File: src/rtl/bar_pkg.sv
package bar_pkg;
   // Selector width needed to name any of n slots (at least one bit).
   function automatic int sel_width(input int n);
      return (n <= 2) ? 1 : $clog2(n);
   endfunction
endpackage

File: src/rtl/bar_slot_pick.sv
// One output slot of the scatter crossbar: scans inputs in ascending
// order so the highest-indexed claimant is the last to assign.
module bar_slot_pick #(
   parameter int NUM_BANKS = 5,
   parameter int ADDR_W    = 8,
   parameter int SEL_W     = 3,
   parameter int SLOT      = 0
) (
   input  logic [NUM_BANKS*ADDR_W-1:0] addr_flat,
   input  logic [NUM_BANKS*SEL_W-1:0]  sel_flat,
   input  logic [ADDR_W-1:0]           held_val,
   output logic [ADDR_W-1:0]           slot_val,
   output logic                        slot_hit
);
   localparam logic [SEL_W-1:0] SLOT_CODE = SEL_W'(SLOT);

   always_comb begin
      slot_val = held_val;
      slot_hit = 1'b0;
      for (int i = 0; i < NUM_BANKS; i++) begin
         if (sel_flat[i*SEL_W +: SEL_W] == SLOT_CODE) begin
            slot_val = addr_flat[i*ADDR_W +: ADDR_W];
            slot_hit = 1'b1;
         end
      end
   end
endmodule

File: src/rtl/bar_hold_reg.sv
// Captures the routed vector every cycle to supply the hold value.
module bar_hold_reg #(
   parameter int WIDTH = 40
) (
   input  logic             clk,
   input  logic             rst,
   input  logic [WIDTH-1:0] d,
   output logic [WIDTH-1:0] q
);
   always_ff @(posedge clk) begin
      if (rst) q <= '0;
      else     q <= d;
   end
endmodule

File: src/rtl/bank_addr_router.sv
module bank_addr_router #(
   parameter int NUM_BANKS = 5,
   parameter int ADDR_W    = 8,
   parameter int SEL_W     = bar_pkg::sel_width(NUM_BANKS)
) (
   input  logic                        clk,
   input  logic                        rst,
   input  logic                        pass_mode,
   input  logic [NUM_BANKS*ADDR_W-1:0] addr_in,
   input  logic [NUM_BANKS*SEL_W-1:0]  bank_sel,
   output logic [NUM_BANKS*ADDR_W-1:0] addr_out,
   output logic [NUM_BANKS-1:0]        slot_hit
);
   localparam int VEC_W = NUM_BANKS * ADDR_W;

   if (NUM_BANKS < 2) begin : g_bad_banks
      $error("bank_addr_router: NUM_BANKS must be at least 2");
   end
   if (ADDR_W < 1) begin : g_bad_addr
      $error("bank_addr_router: ADDR_W must be at least 1");
   end
   if (SEL_W < bar_pkg::sel_width(NUM_BANKS)) begin : g_bad_sel
      $error("bank_addr_router: SEL_W too narrow for NUM_BANKS");
   end

   logic [VEC_W-1:0]     held_q;
   logic [VEC_W-1:0]     scat_vec;
   logic [NUM_BANKS-1:0] scat_hit;

   for (genvar s = 0; s < NUM_BANKS; s++) begin : g_slot
      bar_slot_pick #(
         .NUM_BANKS(NUM_BANKS),
         .ADDR_W   (ADDR_W),
         .SEL_W    (SEL_W),
         .SLOT     (s)
      ) u_pick (
         .addr_flat(addr_in),
         .sel_flat (bank_sel),
         .held_val (held_q[s*ADDR_W +: ADDR_W]),
         .slot_val (scat_vec[s*ADDR_W +: ADDR_W]),
         .slot_hit (scat_hit[s])
      );
   end

   always_comb begin
      if (pass_mode) begin
         addr_out = addr_in;
         slot_hit = '1;
      end else begin
         addr_out = scat_vec;
         slot_hit = scat_hit;
      end
   end

   bar_hold_reg #(.WIDTH(VEC_W)) u_hold (
      .clk(clk),
      .rst(rst),
      .d  (addr_out),
      .q  (held_q)
   );
endmodule

File: config.mk
export PLATFORM = sky130hd
export DESIGN_NAME = bank_addr_router
export DESIGN_NICKNAME = d
export VERILOG_FILES = /design/src/rtl/bar_pkg.sv /design/src/rtl/bar_slot_pick.sv /design/src/rtl/bar_hold_reg.sv /design/src/rtl/bank_addr_router.sv
export SDC_FILE = /design/constraint.sdc
export NUM_CORES = 1
export LEC_CHECK = 0
export BUFFER_PORTS_ARGS = -buffer_cell sky130_fd_sc_hd__buf_2
export CAP_MARGIN = 20
export CORE_UTILIZATION = 35
export DETAILED_ROUTE_END_ITERATION = 10
export PLACE_DENSITY = 0.54
export SLEW_MARGIN = 15
export SYNTH_ARGS = -nofsm -noshare
export SYNTH_HDL_FRONTEND = slang
export SYNTH_SLANG_ARGS = --single-unit
File: constraint.sdc
create_clock -name clk -period 2.7 [get_ports clk]
set_clock_uncertainty 0.15 [all_clocks]
set_input_delay 0.405 -clock clk [delete_from_list [all_inputs] [get_ports clk]]
set_output_delay 0.405 -clock clk [all_outputs]
set_load 0.005 [all_outputs]
==> flow_summary.yaml <==
sta:
  relSlewSlack: 0.5435
  fin_ws_ns: 0.1770
  fmax_mhz: 396.4
  period_minus_slack_ns: 2.523
  tightest_slew_ns: 0.6822
  hold_viol: 0
  fin_tns_setup_ns: 0
  finalSetupViolCount: 0
  rsz0062_at_grt: "false"
  post-route-period-util: 0.9344
  slew_violations: 0
  hold_ws_ns: 0.3769
finish:
  reg.largest.list: "u_hold.q: 40 flops"
  n_antenna_cell: 0
  drive_above_1_share: 0.3068
  fill_cells: 1276
  regMostFlops: "u_hold.q"
  largest_reg_flops: 40
  nets: 686
  final_area_sq_mm: 0.005204
  area_delta_synth_final_pct: 19.13
  fin_cells: 797
synthesis:
  synthFlopType: "dfxtp_1"
  synth_nets: 605
  synth_enable_flop_cells: 0
  synth_area_sq_mm: 0.004368
  yosys.cell_types.count: 65
  yosysTopAreaCell: "dfxtp_1"
  avgSynthCellArea_sq_um: 7.985
  postSynth.asyncResetShare: 0
  ys_top_cells_by_area: "dfxtp_1 (18%), nor2_1 (5.5%), mux2i_1 (4.8%)"
  synth-seq-cells: 40
  ys_seq_area_frac: 0.1833
  synthCells: 547
  yosys_warnings: 0
  yosysTopAreaCellShare: 0.1833
drt:
  dr.pass1.iters: 5
  via_per_inst: 6.279
  drt_iter0_drc: 447
  final_antenna_net_count: 0
  dr_total_vias: 5004
  drc: 0
  wl_per_cell_um: 24.57
  finalWirelength_um: 19590
hold_path:
  hold_start: "addr_in[23]"
  worstHoldPathType: "in -> reg"
  whs_path_depth: 3
placed_design:
  place_area_sq_mm: 0.005045
  io_buffers: 102
  hpwl_um: 14390
  place_ws_ns: 0.02922
  gp_congestion: 0.9664
  dp_cells: 789
grt:
  grt_usage: 0.3056
  grtUsageMet1: 0.4165
  grt_max_degree: 30
  grt_pass1_vias: 4745
  met3_usage: 0.04463
  use_met2: 0.4805
  grt_antenna_before_repair: 0
  grt_first_pass_wirelength_um: 29170
  busiest_layer: "met2"
  grt.overflow.total: 0
worst_setup_path:
  critPathLaunch: "bank_sel[6]"
  crit_arrival_ns: 1.97
  cp_cell_sequence: "buf_2 > buf_4 > and3b_1 > nor2_1 > a221oi_2 > nor2_1 > buf_2"
  critical_path_class: "in -> out"
  r2r_start: "u_hold.q[36]"
  worstPathMaxFanout: 10
  worstSetupStartpointType: "input port"
  cp.required_ns: 2.14
  rr_worst_depth: 3
  endpoint_kind: "primary output"
  slowest_stage: "nor2_1"
  critical_path.max_stage_delay_ns: 0.55
cts:
  clock-root-buffer: "clkbuf_16"
  clk_latency_ns: 0.30
  cts.sinks: 40
  htree_levels: 2
  cts_tree: "done"
  hold_buffers: 0
  clkTransAtPathRegs_ns: 0.06
  cts_resized: 0
  clockBufferDepth: 2
  post_cts_buffers: 0
  numCtsBuffers: 5
pwr:
  p_leak_nw: 2.065
  p_per_area_mw_per_mm2: 403.4
  ir_worst_vdd_uv: 219.3
run_status:
  status: "complete, no violations"
die:
  die_h_um: 113.7
  rows: 40
  io_pins: 103
  fp.dieArea_sq_mm: 0.01293
  core_area_sq_mm: 0.01211
  initial_core_util: 0.3606
  die_w_um: 113.7
flow_run:
  drv_cap: 0
==> final timing paths <==
kind                   to  slack [ns]
max          addr_out[30]        0.18
min reg2reg  u_hold.q[27]        0.55
min          u_hold.q[23]        0.38
max reg2reg  u_hold.q[36]        1.37
==> power breakdown <==
group	total (mW)	switching (mW)	internal, mW
clock network	0.639	0.269	0.370
registers	0.654	0.0130	0.641
logic	0.807	0.479	0.327
==> worst max-delay path, delay by kind of cell <==
family / cells / cell delay, ns
compound gates: 1 / 0.18
buf+inv: 3 / 0.48
simple gates: 3 / 0.91
==> layer usage <==
layer,vias up,wire (um)
met4,0,684
met3,37,1867
met2,291,8732
met5,-,0
met1,2388,8302
li1,2288,-
==> area by class of cell <==
type	count	area [sq um]	area share
clock buffers	8	146.4	0.02813
multi-input cells	444	3271	0.6285
repair buffers	131	753.2	0.1447
well taps	168	210.2	0.04039
inverters	6	22.52	0.004328
flip-flops and latches	40	800.8	0.1539
==> layout by cell type (no fill, tap or decap), types with 5 or more instances in the layout <==
cell type    n
nor3_2       7
and2_1      16
nand3_1     24
buf_4       27
nor2_1      64
o2111ai_1   15
a221oi_2     7
mux2_2       8
o311a_1      8
nor3_1      34
o31a_1       7
o2111a_1     7
and4bb_2     6
buf_2      102
inv_1        6
a2111oi_2    8
o31ai_1     15
a31oi_1      6
a2111o_1     6
mux2i_1     21
nor2b_1     10
a211oi_1    16
o22ai_1      6
dfxtp_1     40
nor3b_1      5
and4b_1      8
nor3b_2      5
nand2_1     34
and3b_1     19
clkbuf_16    5
and2b_1      5
a22oi_1     18
==> synthesized netlist by cell type, types with 12 or more instances <==
library cell / number
dfxtp_1: 40
a22oi_1: 18
and2_1: 16
nor2_1: 64
o31ai_1: 15
mux2i_1: 21
nor3_1: 34
nand2_1: 34
clkbuf_1: 28
o2111ai_1: 15
and3b_1: 19
buf_2: 12
a211oi_1: 17
nand3_1: 24
==> stage by stage <==
| stage | total power [mW] | util |
|---|---|---|
| finish | 2.099 | 0.4296 |
| global route | 2.186 | 0.4296 |
| CTS | 2.097 | 0.4286 |
| detailed placement | 1.460 | 0.4165 |
| global placement | 1.450 | 0.4165 |
| floorplan | 1.139 | - |
==> logic make-up after synthesis <==
logic type             Yosys count  share of synthesized area
DFF                             40                     0.1833
and+or+nand+nor                274                     0.3884
AOI/OAI and AO/OA              141                     0.2888
muxes                           29                    0.06875
buffers and inverters           63                    0.07075
Power figures use the tool's default switching activity.
